$ cat src/rtl/alu_flags_pkg.sv
package alu_flags_pkg;

    localparam int WORD_W = 16;
    localparam int BYTE_W = 8;
    localparam int NIB_W  = 4;
    localparam int NCTL   = 3;

    // Flag word bit positions (fixed layout)
    localparam int POS_CARRY = 0;
    localparam int POS_PAR   = 2;
    localparam int POS_NIB   = 4;
    localparam int POS_ZERO  = 6;
    localparam int POS_SIGN  = 7;
    localparam int POS_TRAP  = 8;
    localparam int POS_INTEN = 9;
    localparam int POS_DIR   = 10;
    localparam int POS_OVF   = 11;

    typedef enum logic [1:0] {
        OP_ADD = 2'b00,
        OP_ADC = 2'b01,
        OP_SUB = 2'b10,
        OP_SBB = 2'b11
    } arith_op_e;

    typedef struct packed {
        logic ovf;
        logic sign;
        logic zero;
        logic nib;
        logic par;
        logic carry;
    } status_t;

endpackage

$ cat src/rtl/alu_addsub_core.sv
module alu_addsub_core
    import alu_flags_pkg::*;
#(
    parameter int W  = WORD_W,
    parameter int BW = BYTE_W
) (
    input  logic [W-1:0] a_i,
    input  logic [W-1:0] b_i,
    input  logic         cin_i,
    input  arith_op_e    op_i,
    input  logic         word_i,
    output logic [W-1:0] a_sz_o,
    output logic [W-1:0] b_sz_o,
    output logic [W-1:0] res_o,
    output logic         cout_o
);

    localparam int UPPER = W - BW;

    logic [W:0] raw;
    logic       ci;
    logic       is_sub;

    always_comb begin
        is_sub = (op_i == OP_SUB) || (op_i == OP_SBB);
        ci     = ((op_i == OP_ADC) || (op_i == OP_SBB)) ? cin_i : 1'b0;
        a_sz_o = word_i ? a_i : {{UPPER{1'b0}}, a_i[BW-1:0]};
        b_sz_o = word_i ? b_i : {{UPPER{1'b0}}, b_i[BW-1:0]};
        if (is_sub)
            raw = {1'b0, a_sz_o} - {1'b0, b_sz_o} - {{W{1'b0}}, ci};
        else
            raw = {1'b0, a_sz_o} + {1'b0, b_sz_o} + {{W{1'b0}}, ci};
        if (word_i) begin
            res_o  = raw[W-1:0];
            cout_o = raw[W];
        end else begin
            res_o  = {{UPPER{1'b0}}, raw[BW-1:0]};
            cout_o = raw[BW];
        end
    end

endmodule

$ cat src/rtl/alu_flag_eval.sv
module alu_flag_eval
    import alu_flags_pkg::*;
#(
    parameter int W  = WORD_W,
    parameter int BW = BYTE_W,
    parameter int NW = NIB_W
) (
    input  logic [W-1:0] a_sz_i,
    input  logic [W-1:0] b_sz_i,
    input  logic [W-1:0] res_i,
    input  logic         cout_i,
    input  arith_op_e    op_i,
    input  logic         word_i,
    output status_t      st_o
);

    logic sa, sb, sr, is_sub;

    always_comb begin
        is_sub = (op_i == OP_SUB) || (op_i == OP_SBB);
        sa = word_i ? a_sz_i[W-1] : a_sz_i[BW-1];
        sb = word_i ? b_sz_i[W-1] : b_sz_i[BW-1];
        sr = word_i ? res_i[W-1]  : res_i[BW-1];
        st_o.carry = cout_i;
        st_o.par   = ~^res_i[BW-1:0];
        // carry/borrow into bit NW recovered from the operand and result bits there
        st_o.nib   = a_sz_i[NW] ^ b_sz_i[NW] ^ res_i[NW];
        st_o.zero  = (res_i == '0);
        st_o.sign  = sr;
        if (is_sub)
            st_o.ovf = (sa != sb) && (sr != sa);
        else
            st_o.ovf = (sa == sb) && (sr != sa);
    end

endmodule

$ cat src/rtl/alu_ctrl_flags.sv
module alu_ctrl_flags
    import alu_flags_pkg::*;
#(
    parameter int N = NCTL
) (
    input  logic         clk,
    input  logic         rst_n,
    input  logic [N-1:0] set_i,
    input  logic [N-1:0] clr_i,
    output logic [N-1:0] q_o
);

    for (genvar i = 0; i < N; i++) begin : g_bit
        always_ff @(posedge clk or negedge rst_n) begin
            if (!rst_n)
                q_o[i] <= 1'b0;
            else if (clr_i[i])
                q_o[i] <= 1'b0;
            else if (set_i[i])
                q_o[i] <= 1'b1;
        end
    end

endmodule

$ cat src/rtl/alu_status_flags.sv
module alu_status_flags
    import alu_flags_pkg::*;
(
    input  logic        clk,
    input  logic        rst_n,
    input  logic        exec_en,
    input  logic [1:0]  op_sel,
    input  logic        word_sel,
    input  logic [15:0] opnd_a,
    input  logic [15:0] opnd_b,
    input  logic        carry_in,
    input  logic [2:0]  ctl_set,
    input  logic [2:0]  ctl_clr,
    output logic [15:0] result_o,
    output logic [15:0] flags_o
);

    arith_op_e         op;
    logic [WORD_W-1:0] a_sz, b_sz, res_d;
    logic              cout;
    status_t           st_d, st_q;
    logic [NCTL-1:0]   ctl_q;

    assign op = arith_op_e'(op_sel);

    alu_addsub_core u_core (
        .a_i    (opnd_a),
        .b_i    (opnd_b),
        .cin_i  (carry_in),
        .op_i   (op),
        .word_i (word_sel),
        .a_sz_o (a_sz),
        .b_sz_o (b_sz),
        .res_o  (res_d),
        .cout_o (cout)
    );

    alu_flag_eval u_eval (
        .a_sz_i (a_sz),
        .b_sz_i (b_sz),
        .res_i  (res_d),
        .cout_i (cout),
        .op_i   (op),
        .word_i (word_sel),
        .st_o   (st_d)
    );

    alu_ctrl_flags u_ctrl (
        .clk   (clk),
        .rst_n (rst_n),
        .set_i (ctl_set),
        .clr_i (ctl_clr),
        .q_o   (ctl_q)
    );

    always_ff @(posedge clk or negedge rst_n) begin
        if (!rst_n) begin
            result_o <= '0;
            st_q     <= '0;
        end else if (exec_en) begin
            result_o <= res_d;
            st_q     <= st_d;
        end
    end

    always_comb begin
        flags_o            = '0;
        flags_o[POS_CARRY] = st_q.carry;
        flags_o[POS_PAR]   = st_q.par;
        flags_o[POS_NIB]   = st_q.nib;
        flags_o[POS_ZERO]  = st_q.zero;
        flags_o[POS_SIGN]  = st_q.sign;
        flags_o[POS_OVF]   = st_q.ovf;
        flags_o[POS_TRAP]  = ctl_q[0];
        flags_o[POS_INTEN] = ctl_q[1];
        flags_o[POS_DIR]   = ctl_q[2];
    end

endmodule

$ cat config.mk
export PLATFORM = sky130hd
export DESIGN_NAME = alu_status_flags
export DESIGN_NICKNAME = d
export VERILOG_FILES = /design/src/rtl/alu_flags_pkg.sv /design/src/rtl/alu_addsub_core.sv /design/src/rtl/alu_flag_eval.sv /design/src/rtl/alu_ctrl_flags.sv /design/src/rtl/alu_status_flags.sv
export SDC_FILE = /design/constraint.sdc
export NUM_CORES = 1
export LEC_CHECK = 0
export ABC_CLOCK_PERIOD_IN_PS = 2200
export BUFFER_PORTS_ARGS = -buffer_cell sky130_fd_sc_hd__buf_2
export CELL_PAD_IN_SITES_DETAIL_PLACEMENT = 0
export CELL_PAD_IN_SITES_GLOBAL_PLACEMENT = 1
export CORE_AREA = 2 2 90 92
export DETAILED_ROUTE_END_ITERATION = 7
export DIE_AREA = 0 0 92 94
export PLACE_DENSITY = 0.84
export SYNTH_ARGS = -nofsm -noshare
export SYNTH_HDL_FRONTEND = slang
export SYNTH_SLANG_ARGS = --single-unit
$ cat constraint.sdc
create_clock -name clk -period 2.2 [get_ports clk]
set_input_delay 0.44 -clock clk [delete_from_list [all_inputs] [get_ports clk]]
set_output_delay 0.44 -clock clk [all_outputs]
set_load 0.02 [all_outputs]
==> qor.csv <==
metric,value,unit
outcome,"finished, violations left",
violations,setup timing,
setup_ws,-962,ps
grt_util_all_layers,22.2,%
drive_gt1_share,50.0,%
drc,0,
grt_max_degree,26,
highest_layer,met4,
drtIter0Drc,113,
synth_edf_count,0,
num_rows,32,
gr-total-overflow,0,
yosys.area.top_type_share,19.5,%
start_util,42.1,%
num_antenna_cells,0,
synthFlopType,dfrtp_1,
r2r_setup_slack,1410,ps
drtPass1Iterations,4,
yosysSeqAreaShare,19.5,%
syn_area_per_cell,7.85,sq um
gp_congestion,0.956,
ys.warnings.count,0,
crit_type,in -> reg,
io_buffers,69,
dp.cells,675,
p_leak,2.57,nW
whs,142,ps
post-route-period-util,144,%
fp.dieW,92,um
ctsHtreeMaxLevel,1,
via_per_inst,5.01,
path_clk_slew,90,ps
route.met3.wl,308,um
worstPathRequired,2370,ps
drt_wl_total,9.62,mm
clock_skew,0,ps
rsz0062_at_grt,yes,
hpwlAfterDp,7.71,mm
slew_headroom,62.4,%
clock_path_buffers,2,
start_kind,input pin,
path_max_fanout,3,
r2r-start,result_o[14],
ys_types,60,
grt_pass1_wl,15.6,mm
nNetsFinal,687,
setup_violations,17,
tightest_slew,563,ps
r2r_end,result_o[14],
end_kind,flop,
dr_total_vias,3460,
wl_per_cell,13.9,um
timing.fmax,0.316,GHz
wl_met2,5.26,mm
fin_tns_setup,-9640,ps
final_antenna_net_count,0,
ios,77,
rr_worst_depth,1,
syn-instance-count,408,
clkLatencyLatePin,270,ps
hold_viol,0,
clockRootBuffer,clkbuf_8,
met1_length,3.85,mm
slew_viol_final,0,
fillers,617,
cts_tree,built,
async_reset_ff_share,100,%
grt_pass1_vias,3492,
fin_util,68.3,%
yosys.area.top_type,dfrtp_1,
arrival,3330,ps
fin_crit,3160,ps
antenna_found_initial,0,
syn_area,3200,sq um
power,2.74,mW
clock_sinks,25,
min_path_type,in -> async,
cts_buffers,3,
pwr_density_cell,527,nW/um^2
area_delta_synth_final,62.3,%
holdBufCountCts,0,
ys_seq_elements,25,
ir_drop,274,uV
cap_violations,0,
dieHeight,94,um
die_area,8650,sq um
ys_top_cells_by_area,"dfrtp_1, ha_1, inv_1",
fin_cells,690,
design.core.area,7610,sq um
[cell families (layout without fill, tap and decap cells)]
| group | Yosys count | after routing | share of synthesized area, % |
|---|---|---|---|
| buffers and inverters | 73 | 247 | 9.42 |
| DFF | 25 | 25 | 19.5 |
| and+or+nand+nor | 118 | 118 | 17.8 |
| AOI/OAI and AO/OA | 103 | 103 | 21.1 |
| other | 1 | 7 | 0.117 |
| xor gates and xnor gates | 24 | 24 | 6.57 |
| adders and majority gates | 53 | 53 | 21.6 |
| muxes | 11 | 11 | 3.75 |
[metrics by stage]
| step | worst slack [ps] | cell area (sq um) |
|---|---|---|
| floorplan | -972 | 3550 |
| global placement | -1220 | 4700 |
| detailed placement | -1320 | 4700 |
| CTS | -966 | 4980 |
| global route | -1050 | 5200 |
| finish | -962 | 5200 |
[how the worst max path moves through the flow]
stage	startpoint	to	depth (start not counted)
5_1_grt	opnd_a[0]	flags_o[6]	13
3_5_place_dp	carry_in	flags_o[6]	13
6_report	opnd_a[0]	result_o[14]	13
3_3_place_gp	carry_in	flags_o[6]	13
4_1_cts	opnd_a[0]	result_o[14]	13
2_1_floorplan	carry_in	result_o[14]	12
[cells in the mapped netlist, drive strengths merged, types with 7 or more instances]
cell type  number
a21oi          34
and2           10
buf            11
clkbuf          9
dfrtp          25
ha             49
inv            53
mux2            8
nand2          34
nor2           33
o21ai          23
xnor2          17
xor2            7
[area by class of cell]
cell class,instances,area [sq um],share of cell area (%)
Multi-Input combinational cell,316,2880,55.5
Clock buffer,4,45.0,0.867
Timing Repair Buffer,190,1310,25.2
Sequential cell,25,626,12.0
Tap cell,102,128,2.46
Inverter,53,204,3.92
[metal layers]
metal / vias to the layer above / global-route usage [%]
li1: 1760 / -
met1: 1622 / 25.0
met2: 57 / 44.5
met3: 21 / 2.33
met4: 0 / 5.10
met5: - / 0
[flip-flops by register name (all words and copies together) (netlist names)]
signal      count
u_ctrl.q_o      3
result_o       16
flags_o         6
[layout by cell type, fill, tap and decap left out, drive strengths merged, types with 6 or more instances in the layout]
master  count
a21oi      34
o21ai      23
nand2      34
xnor2      17
ha         49
conb        7
xor2        7
o211ai      6
mux2        8
inv        53
dfrtp      25
and2       10
nor2       33
buf       189
[repair_timing]
| item | 4_1_cts | 5_1_grt |
|---|---|---|
| endpoints found under the setup margin | 17 | 18 |
| pin swaps | 34 | 35 |
| resized for setup | 42 | 42 |
| hold endpoints to repair | 0 | 0 |
| buffers inserted | 7 | 7 |
| gates cloned | 0 | 0 |
[critical path, cell delays in order]
cell and delay [ps]:
buf_8 100, fa_2 410, fa_2 360, nand2b_4 150, a31o_1 200, a221o_1 320
a311o_1 310, buf_4 150, a21o_1 180, o31ai_2 190, o21ai_1 90, and3_4 160
mux2_4 260
[where the power goes]
group          internal (mW)  leakage (nW)  switching [mW]
Combinational          0.949          2.24           0.918
Sequential             0.545         0.306          0.0483
Clock                  0.130        0.0228           0.149
Note: power is estimated with default switching activity, not from simulation.
